## config.mk

```make
export PLATFORM = sky130hd
export DESIGN_NAME = tmr_wave_channel
export DESIGN_NICKNAME = d
export VERILOG_FILES = /design/src/rtl/tmr_wave_pkg.sv /design/src/rtl/tmr_wave_prescale.sv /design/src/rtl/tmr_wave_lane.sv /design/src/rtl/tmr_wave_channel.sv
export SDC_FILE = /design/constraint.sdc
export NUM_CORES = 1
export LEC_CHECK = 0
export BUFFER_PORTS_ARGS = -buffer_cell sky130_fd_sc_hd__buf_4
export CORE_MARGIN = 4
export CORE_UTILIZATION = 40
export CTS_CLUSTER_SIZE = 28
export DETAILED_ROUTE_END_ITERATION = 16
export GPL_ROUTABILITY_DRIVEN = 0
export PLACE_DENSITY_LB_ADDON = 0.05
export SYNTH_ARGS = -nofsm -noshare
export SYNTH_HDL_FRONTEND = slang
export SYNTH_SLANG_ARGS = --single-unit
```

## constraint.sdc

```tcl
create_clock -name clk -period 5.6 [get_ports clk]
set_input_delay 1.12 -clock clk [delete_from_list [all_inputs] [get_ports clk]]
set_output_delay 1.12 -clock clk [all_outputs]
set_load 0.02 [all_outputs]
```

## src/rtl/tmr_wave_pkg.sv

```systemverilog
package tmr_wave_pkg;
  typedef enum logic [1:0] {
    ACT_HOLD = 2'd0,
    ACT_SET  = 2'd1,
    ACT_CLR  = 2'd2,
    ACT_FLIP = 2'd3
  } edge_act_e;

  localparam int MODE_W      = 16;
  localparam int SEL_W       = 3;
  localparam int WAVE_BIT    = 3;
  localparam int LANE_BASE   = 4;
  localparam int LANE_STRIDE = 6;
  localparam int NUM_LANES   = 2;

  localparam int ADDR_MODE = 0;
  localparam int ADDR_CMPA = 1;
  localparam int ADDR_CMPB = 2;
  localparam int ADDR_PER  = 3;
  localparam int ADDR_CMD  = 4;

  localparam int CMD_RUN  = 0;
  localparam int CMD_STOP = 1;
  localparam int CMD_TRIG = 2;

  function automatic logic next_level(logic cur, edge_act_e a);
    logic r;
    unique case (a)
      ACT_SET:  r = 1'b1;
      ACT_CLR:  r = 1'b0;
      ACT_FLIP: r = ~cur;
      default:  r = cur;
    endcase
    return r;
  endfunction
endpackage

```

## src/rtl/tmr_wave_prescale.sv

```systemverilog
module tmr_wave_prescale
  import tmr_wave_pkg::*;
#(
  parameter int NUM_DIV = 4
) (
  input  logic             clk,
  input  logic             rst,
  input  logic             restart,
  input  logic [SEL_W-1:0] sel,
  input  logic             slow_tick,
  output logic             tick
);
  localparam int PRE_W = 2 * NUM_DIV - 1;

  logic [PRE_W-1:0]   pre_q;
  logic [NUM_DIV-1:0] div_tick;

  always_ff @(posedge clk) begin
    if (rst || restart) pre_q <= '0;
    else                pre_q <= pre_q + 1'b1;
  end

  // division by 2, 8, 32, 128 ... : all low bits of the prescaler set
  for (genvar g = 0; g < NUM_DIV; g++) begin : g_div
    localparam int MW = 2 * g + 1;
    assign div_tick[g] = &pre_q[MW-1:0];
  end

  always_comb begin
    tick = slow_tick;
    for (int i = 0; i < NUM_DIV; i++) begin
      if (sel == SEL_W'(i)) tick = div_tick[i];
    end
  end
endmodule

```

## src/rtl/tmr_wave_lane.sv

```systemverilog
module tmr_wave_lane
  import tmr_wave_pkg::*;
#(
  parameter int CNT_W = 16
) (
  input  logic             clk,
  input  logic             rst,
  input  logic             wave,
  input  logic             trig,
  input  logic             step,
  input  logic [CNT_W-1:0] cnt,
  input  logic [CNT_W-1:0] per,
  input  logic [CNT_W-1:0] cmp,
  input  edge_act_e        act_trig,
  input  edge_act_e        act_per,
  input  edge_act_e        act_cmp,
  output logic             out_q
);
  edge_act_e act;

  // fixed priority: trigger, period match, compare match
  always_comb begin
    act = ACT_HOLD;
    if (trig)                     act = act_trig;
    else if (step && cnt == per)  act = act_per;
    else if (step && cnt == cmp)  act = act_cmp;
  end

  always_ff @(posedge clk) begin
    if (rst || !wave) out_q <= 1'b0;
    else              out_q <= next_level(out_q, act);
  end
endmodule

```

## src/rtl/tmr_wave_channel.sv

```systemverilog
module tmr_wave_channel
  import tmr_wave_pkg::*;
#(
  parameter int CNT_W  = 16,
  parameter int ADDR_W = 3
) (
  input  logic              clk,
  input  logic              rst,
  input  logic              wr_en,
  input  logic [ADDR_W-1:0] wr_addr,
  input  logic [CNT_W-1:0]  wr_data,
  input  logic [ADDR_W-1:0] rd_addr,
  output logic [CNT_W-1:0]  rd_data,
  input  logic              slow_tick,
  output logic              out_a,
  output logic              out_b
);
  logic [MODE_W-1:0] mode_q;
  logic [CNT_W-1:0]  cmp_q [NUM_LANES];
  logic [CNT_W-1:0]  per_q;
  logic [CNT_W-1:0]  cnt_q;
  logic              run_q;
  logic              tick;
  logic              step;
  logic              wave_on;
  logic              cmd_wr, trig_fire, run_req, stop_req;
  logic [NUM_LANES-1:0] lane_out;

  assign cmd_wr    = wr_en && (wr_addr == ADDR_W'(ADDR_CMD));
  assign trig_fire = cmd_wr && wr_data[CMD_TRIG];
  assign run_req   = cmd_wr && wr_data[CMD_RUN];
  assign stop_req  = cmd_wr && wr_data[CMD_STOP];
  assign wave_on   = mode_q[WAVE_BIT];
  assign step      = run_q && tick;

  tmr_wave_prescale #(.NUM_DIV(4)) u_pre (
    .clk       (clk),
    .rst       (rst),
    .restart   (trig_fire),
    .sel       (mode_q[SEL_W-1:0]),
    .slow_tick (slow_tick),
    .tick      (tick)
  );

  // run state: stop dominates start
  always_ff @(posedge clk) begin
    if (rst)           run_q <= 1'b0;
    else if (stop_req) run_q <= 1'b0;
    else if (run_req)  run_q <= 1'b1;
  end

  // up-counter with automatic return to zero on the period match
  always_ff @(posedge clk) begin
    if (rst || trig_fire) cnt_q <= '0;
    else if (step)        cnt_q <= (cnt_q == per_q) ? '0 : cnt_q + 1'b1;
  end

  always_ff @(posedge clk) begin
    if (rst) begin
      mode_q <= '0;
      per_q  <= '0;
      for (int i = 0; i < NUM_LANES; i++) cmp_q[i] <= '0;
    end else if (wr_en) begin
      unique case (wr_addr)
        ADDR_W'(ADDR_MODE): mode_q   <= wr_data[MODE_W-1:0];
        ADDR_W'(ADDR_CMPA): cmp_q[0] <= wr_data;
        ADDR_W'(ADDR_CMPB): cmp_q[1] <= wr_data;
        ADDR_W'(ADDR_PER):  per_q    <= wr_data;
        default: ;
      endcase
    end
  end

  always_ff @(posedge clk) begin
    if (rst) rd_data <= '0;
    else begin
      unique case (rd_addr)
        ADDR_W'(ADDR_MODE): rd_data <= CNT_W'(mode_q);
        ADDR_W'(ADDR_CMPA): rd_data <= cmp_q[0];
        ADDR_W'(ADDR_CMPB): rd_data <= cmp_q[1];
        ADDR_W'(ADDR_PER):  rd_data <= per_q;
        ADDR_W'(ADDR_CMD):  rd_data <= cnt_q;
        default:            rd_data <= '0;
      endcase
    end
  end

  for (genvar l = 0; l < NUM_LANES; l++) begin : g_lane
    localparam int B = LANE_BASE + LANE_STRIDE * l;
    tmr_wave_lane #(.CNT_W(CNT_W)) u_lane (
      .clk      (clk),
      .rst      (rst),
      .wave     (wave_on),
      .trig     (trig_fire),
      .step     (step),
      .cnt      (cnt_q),
      .per      (per_q),
      .cmp      (cmp_q[l]),
      .act_trig (edge_act_e'(mode_q[B+4 +: 2])),
      .act_per  (edge_act_e'(mode_q[B+2 +: 2])),
      .act_cmp  (edge_act_e'(mode_q[B +: 2])),
      .out_q    (lane_out[l])
    );
  end

  assign out_a = lane_out[0];
  assign out_b = lane_out[1];
endmodule

```

==> summary.md, run 1 <==
| Metric | Value |
|---|---|
| Mux contribution to synthesized area | `3.80%` |
| Core area | `12200 um2` |
| Total chip power | `1.61 mW` |
| Area of the multi-input gates | `2390 um2` |
| Async set or reset register ratio after synthesis | `0%` |
| Synth area leader | `dfxtp_1` |
| Synth Area in Compound Gates | `11.3%` |
| Area contributors post-synth | `dfxtp_1 29%, edfxtp_1 19%, a21oi_1 6.4%` |
| CTS Buf Count | `9` |
| Syn_nets | `571` |
| Critical path type | `reg -> reg` |
| Sequential cell area | `2440 um2` |
| Final net count | `590` |
| Post-synth cell types | `42` |
| Initial DRT Pass Iterations | `5` |
| CP arrival | `3030 ps` |
| F_max | `0.365 GHz` |
| Post-route ant nets | `0` |
| DRT iter0 DRCs | `232` |
| Initial Util | `41.5%` |
| Vias in the first global route | `3724` |
| Critical path fanouts, max | `21` |
| Setup_tns | `0 ps` |
| Hold bufs inserted after CTS | `0` |
| Max-Cap Viols | `0` |
| Seq/Total Area, Yosys | `48.2%` |
| Post-route DRC | `0` |
| PD cells | `281 nW/um2` |
| Top FF cell, synth | `dfxtp_1` |
| Min Tclk post-route | `2740 ps` |
| Max Slew Vio Count | `0` |
| Critical Path End Type | `flop` |
| Final Skew | `7.97 ps` |
| Final WL | `13.4 mm` |
| Largest net degree at the start of global routing | `39` |
| Area delta synth->final | `13.3%` |
| Period utilization | `48.9%` |
| Global-route wire length before repair | `21.5 mm` |
| Die height | `121 um` |
| Post-synthesis simple-gate area fraction | `19.4%` |
| Top-count cell post-synth | `nand2_1` |
| Placed insts | `717` |
| Post-synthesis xor/xnor area fraction | `11.6%` |
| CTS Sinks | `106` |
| CTS H-Tree Depth | `3` |
| Wire per inst | `18.3 um` |
| Grt ovf | `0` |
| GR Util met3 | `5.47%` |
| Num rows | `40` |
| Non-filler cells, final | `733` |
| Critical path required time | `5890 ps` |
| Final setup viols | `0` |
| Via density per instance | `5.19` |
| Root Driver | `clkbuf_16` |
| CTS resizes | `0` |
| Clock tree buffer depth | `2` |
| TritonCTS clock tree | `built` |
| VDD IR max | `0.174 mV` |
| YS warnings | `0` |
| Mean post-synth cell area | `9.36 um2` |
| Initial antenna violation count | `0` |
| Met1 Use GR | `29.1%` |
| Mapped Area | `5060 um2` |
| Vias after detailed routing | `3804` |
| Slew Limit Headroom | `28.7%` |
| RSZ-0062 raised after global routing | `false` |
| Commonest cells in the netlist | `78 x nand2_1, 74 x dfxtp_1, 65 x a21oi_1, 42 x nor2_1, 35 x xor2_1` |
| Dpl hpwl | `10.0 mm` |
| Area share of the largest cell type after synthesis | `29.2%` |
| PortBufs | `43` |
| Clock latency on the worst-skew pair | `360 ps` |
| Actual slew at the worst max-slew pin | `1070 ps` |
| Hold Path Class | `reg -> reg` |
| Post-CTS setup buffers | `0` |
| Register bit total from synthesis | `106` |
| Outcome | `finished, final reports clean` |
| Layout fillers | `1214` |
| Leak pwr | `2.07 nW` |
| CP startpoint kind | `flop` |
| Synth Area in Adders | `0.988%` |
| Main combinational cell family by area after synthesis | `simple AND/OR/NAND/NOR gates` |
| Gate Count Post-Synth | `541` |
| Die Area | `14500 um2` |
| Met2 Use GR | `27.9%` |
| Number of diodes | `0` |
| Busiest grt layer | `met1` |
| Final Hold Fails | `0` |
| FF-to-FF path depth | `7` |
| Clock slew at reported path FFs | `70 ps` |
| GRT Overall Usage | `19.5%` |
| Die width | `121 um` |
| I/O pins | `44` |
| Hold path cells | `1` |
| Post-synth EDFFs | `32` |
| Layout cells sized above 1 | `13.3%` |
## critical path: stages (launching register included)
cell      delay, ps
dfxtp_1         340
ha_1            210
and3_4          190
and4_4          190
o311ai_4        890
nor2b_4         110
or2_1           520
nor2_1          210
## final cells by class
cell class / count / area share (%)
clock buffers: 9 / 3.92
clock inverters: 7 / 1.35
inverters: 10 / 0.654
multi-input cells: 386 / 41.7
flip-flops and latches: 106 / 42.5
well taps: 168 / 3.66
repair buffers: 47 / 6.15
## per-stage QoR
step | util, % | setup WS, ps | instance area, um2 | hold slack, ps
CTS | 47.0 | 2830 | 5740 | 479
global route | 47.0 | 2680 | 5740 | 516
floorplan | - | 2620 | 5060 | 425
finish | 47.0 | 2860 | 5740 | 470
detailed placement | 44.5 | 2570 | 5440 | 462
global placement | 44.5 | 2570 | 5440 | 478
## flip-flops by register name, indices dropped and copies added (netlist names)
signal               count
cmp_q                   32
cnt_q                   16
mode_q                  16
per_q                   16
rd_data                 16
u_pre.pre_q              7
g_lane.u_lane.out_q      2
run_q                    1
## report_power, final
part | total, mW | switching (mW) | internal [mW]
registers | 0.839 | 0.0212 | 0.818
logic | 0.128 | 0.0778 | 0.0498
clock network | 0.646 | 0.296 | 0.350
## final timing paths
check / from / end / slack (ps)
worst min register to register: u_pre.pre_q[0] / u_pre.pre_q[0] / 470
worst min-delay path: u_pre.pre_q[0] / u_pre.pre_q[0] / 470
worst max register to register: u_pre.pre_q[0] / cnt_q[4] / 2860
worst max-delay path: u_pre.pre_q[0] / cnt_q[4] / 2860
## metal layers
metal | share of wire, % | vias up
li1 | - | 1897
met4 | 1.1 | 0
met3 | 5.4 | 12
met2 | 43 | 91
met1 | 50 | 1804
met5 | 0 | -
## placed cells by master, fill, tap and decap left out, types with 2 or more instances in the layout
| cell | count |
|---|---|
| and3_1 | 6 |
| clkbuf_16 | 9 |
| xnor2_1 | 32 |
| nand3_1 | 10 |
| ha_1 | 4 |
| a22oi_1 | 15 |
| clkinvlp_4 | 3 |
| and2_1 | 18 |
| mux2i_1 | 17 |
| a211o_1 | 2 |
| nor2_1 | 42 |
| nand2_1 | 78 |
| nand2b_1 | 3 |
| nor2b_1 | 2 |
| o21ai_0 | 3 |
| a21oi_1 | 65 |
| a211oi_1 | 3 |
| inv_1 | 10 |
| nand4_1 | 7 |
| dfxtp_1 | 74 |
| nor4_1 | 14 |
| a221oi_2 | 2 |
| edfxtp_1 | 32 |
| nor3_1 | 13 |
| xor2_1 | 35 |
| buf_4 | 47 |
## cell families (layout without fill, tap and decap cells)
group,count (synthesis),after routing
flip-flops,106,106
AO/OA/AOI/OAI,94,94
adder cells (fa/ha/maj),4,4
buffers and inverters,49,73
XOR/XNOR,67,67
multiplexers,18,18
AND/OR/NAND/NOR,203,203
(Power assumes the default switching activity.)
==> run 2, diff against run 1 <==
- ABC_AREA: not set -> 1
- clock period: 5.6 -> 2.5 ns (I/O delays scaled with it)
==> summary.md, run 2 <==
| Metric | Value |
|---|---|
| Die Area | `15700 um2` |
| Core Util, Final | `47.2%` |
| Post-route ant nets | `0` |
| Mean post-synth cell area | `7.27 um2` |
| Post-route DRC | `0` |
| Clock tree buffer depth | `2` |
| Buffers & Inverters on Critical Path | `1` |
| Hold endpoint | `mode_q[12]` |
| Leak pwr | `2.71 nW` |
| Place WS | `362 ps` |
| R2R setup slack | `320 ps` |
| Critical-path cell list | `ha_1, nand2_1, nor2_4, ha_1, nor2_1, nor2_1, nand2_1, nand2_1, nand2_4, inv_4, nand2_1, nand3_2, and3b_1` |
| Seq/Total Area, Yosys | `44.5%` |
| CTS resizes | `0` |
| I/O pins | `44` |
| Synth area leader | `dfxtp_1` |
| Placed insts | `960` |
| Slowest cell on crit path | `dfxtp_1` |
| Max-Cap Viols | `0` |
| Most frequent cells in the layout | `181 x nand2_1, 109 x inv_1, 97 x nor2_1, 74 x dfxtp_1, 61 x buf_4` |
| Mapped Area | `5490 um2` |
| RSZ-0062 raised after global routing | `false` |
| VDD IR max | `0.353 mV` |
| Area contributors post-synth | `dfxtp_1 27%, edfxtp_1 18%, nand2_1 12%` |
| Clock slew at reported path FFs | `70 ps` |
| Post-synth cell types | `41` |
| Die height | `125 um` |
| Max Slew Vio Count | `0` |
| Commonest non-fill, non-tap cell in the layout | `nand2_1` |
| Min-delay src | `wr_data[12]` |
| Critical Path End Type | `flop` |
| Clock latency on the worst-skew pair | `350 ps` |
| Layout cells sized above 1 | `12.1%` |
| Slew Limit Headroom | `69.5%` |
| Critical R2R Launch | `u_pre.pre_q[0]` |
| PortBufs | `43` |
| TritonCTS clock tree | `built` |
| Number of diodes | `0` |
| Register bit total from synthesis | `106` |
| Num rows | `42` |
| CTS H-Tree Depth | `3` |
| Via density per instance | `5.06` |
| Outcome | `finished, final reports clean` |
| Wire per inst | `16.1 um` |
| Cell mode on critical path | `nand2_1` |
| Worst r2r dst | `cnt_q[5]` |
| Root Driver | `clkbuf_16` |
| Hold WS | `429 ps` |
| Async set or reset register ratio after synthesis | `0%` |
| Global-route wire length before repair | `25.0 mm` |
| Grt ovf | `0` |
| CP arrival | `2420 ps` |
| Final WL | `15.7 mm` |
| Critical path type | `reg -> reg` |
| YS warnings | `0` |
| Post-CTS setup buffers | `0` |
| Final Skew | `5.88 ps` |
| Largest net degree at the start of global routing | `33` |
| Critical Path Source | `u_pre.pre_q[0]` |
| GRT Overall Usage | `20.2%` |
| Syn_nets | `785` |
| Top FF cell, synth | `dfxtp_1` |
| Initial antenna violation count | `0` |
| CTS Buf Count | `9` |
| FF-to-FF path depth | `13` |
| Hold path cells | `3` |
| Hold Path Class | `in -> reg` |
| Gate Count Post-Synth | `755` |
| Critical Path Max Stage Delay | `380 ps` |
| Setup ws final | `322 ps` |
| Dpl hpwl | `11.2 mm` |
| Core area | `13300 um2` |
| Vias after detailed routing | `4936` |
| CTS Sinks | `106` |
| Layout fillers | `1408` |
| Actual slew at the worst max-slew pin | `457 ps` |
| Period utilization | `87.1%` |
| Final Hold Fails | `0` |
| Critical path fanouts, max | `17` |
| Final setup viols | `0` |
| Biggest register | `cmp_q` |
| Commonest cells in the netlist | `181 x nand2_1, 109 x inv_1, 97 x nor2_1, 74 x dfxtp_1, 50 x a21oi_1` |
| Die width | `125 um` |
| F_max | `0.459 GHz` |
| Initial DRT Pass Iterations | `5` |
| PD cells | `618 nW/um2` |
| Vias in the first global route | `4645` |
| Critical path required time | `2750 ps` |
| Setup_tns | `0 ps` |
| Top-count cell post-synth | `nand2_1` |
| Hold bufs inserted after CTS | `0` |
| Final net count | `825` |
| Cell family with most CP delay | `simple AND/OR/NAND/NOR gates` |
| Post-synth EDFFs | `32` |
| CP startpoint kind | `flop` |
| Area delta synth->final | `14.8%` |
| Min Tclk post-route | `2180 ps` |
| Non-filler cells, final | `976` |
| Area share of the largest cell type after synthesis | `27.0%` |
| Initial Util | `41.1%` |
| Max reg flops | `32` |
| DRT iter0 DRCs | `409` |
run 2: changes by cell type in the layout (fill, tap and decap cells not counted), moves of 22 or more:
| cell | before | now |
|---|---|---|
| inv_1 | 10 | 109 |
| xor2_1 | 35 | 5 |
| xnor2_1 | 32 | 10 |
| nand2_1 | 78 | 181 |
| nor2_1 | 42 | 97 |
| o22ai_1 | 0 | 32 |
| o21ai_0 | 3 | 40 |
run 2: cells by family (layout without fill, tap and decap cells):
logic type	Yosys count	count (layout)	share of synthesized area, %
compound gates	131	131	13.2
xor+xnor	15	15	2.39
simple gates	350	350	27.0
flops	106	106	44.5
buf+inv	149	194	12.0
fa+ha+maj	4	4	0.912
run 2: final cells by class:
class / instances / area (um2) / area share [%]
clock buffer: 10 / 239 / 3.79
clock inverter: 6 / 104 / 1.65
inverter: 117 / 453 / 7.19
multi-input combinational: 500 / 2380 / 37.8
sequential: 106 / 2440 / 38.8
tap: 176 / 220 / 3.50
timing repair buffer: 61 / 458 / 7.27
run 2: per-layer routing:
metal	up-vias	GRT usage, %	wire, um
met1	2285	28.2	7490
met2	136	32.2	7170
met3	17	4.22	837
met5	-	0	0
li1	2498	-	-
met4	0	5.17	240
run 2: where the power goes:
part / total, mW / internal (mW) / switching [mW]
registers: 1.88 / 1.84 / 0.0368
logic: 0.391 / 0.136 / 0.256
clock network: 1.62 / 0.999 / 0.625
run 2: how the worst max path moves through the flow:
stage	to	slack, ps	depth (start not counted)
final	cnt_q[5]	320	13
after CTS	cnt_q[5]	340	13
after global routing	cnt_q[5]	190	13
after floorplan	g_lane[1].u_lane.out_q	730	15
after detailed placement	cnt_q[5]	360	13
after global placement	cnt_q[5]	440	7
run 2: worst min-delay path, cell delays in order:
cell and delay [ps]:
buf_4 80, inv_1 50, a21oi_1 110
run 2: metrics by stage:
step                total power, mW  instance area, um2
floorplan                      2.15                5490
global placement               2.30                5960
detailed placement             2.31                5960
CTS                            3.93                6300
global route                   4.06                6300
finish                         3.89                6300
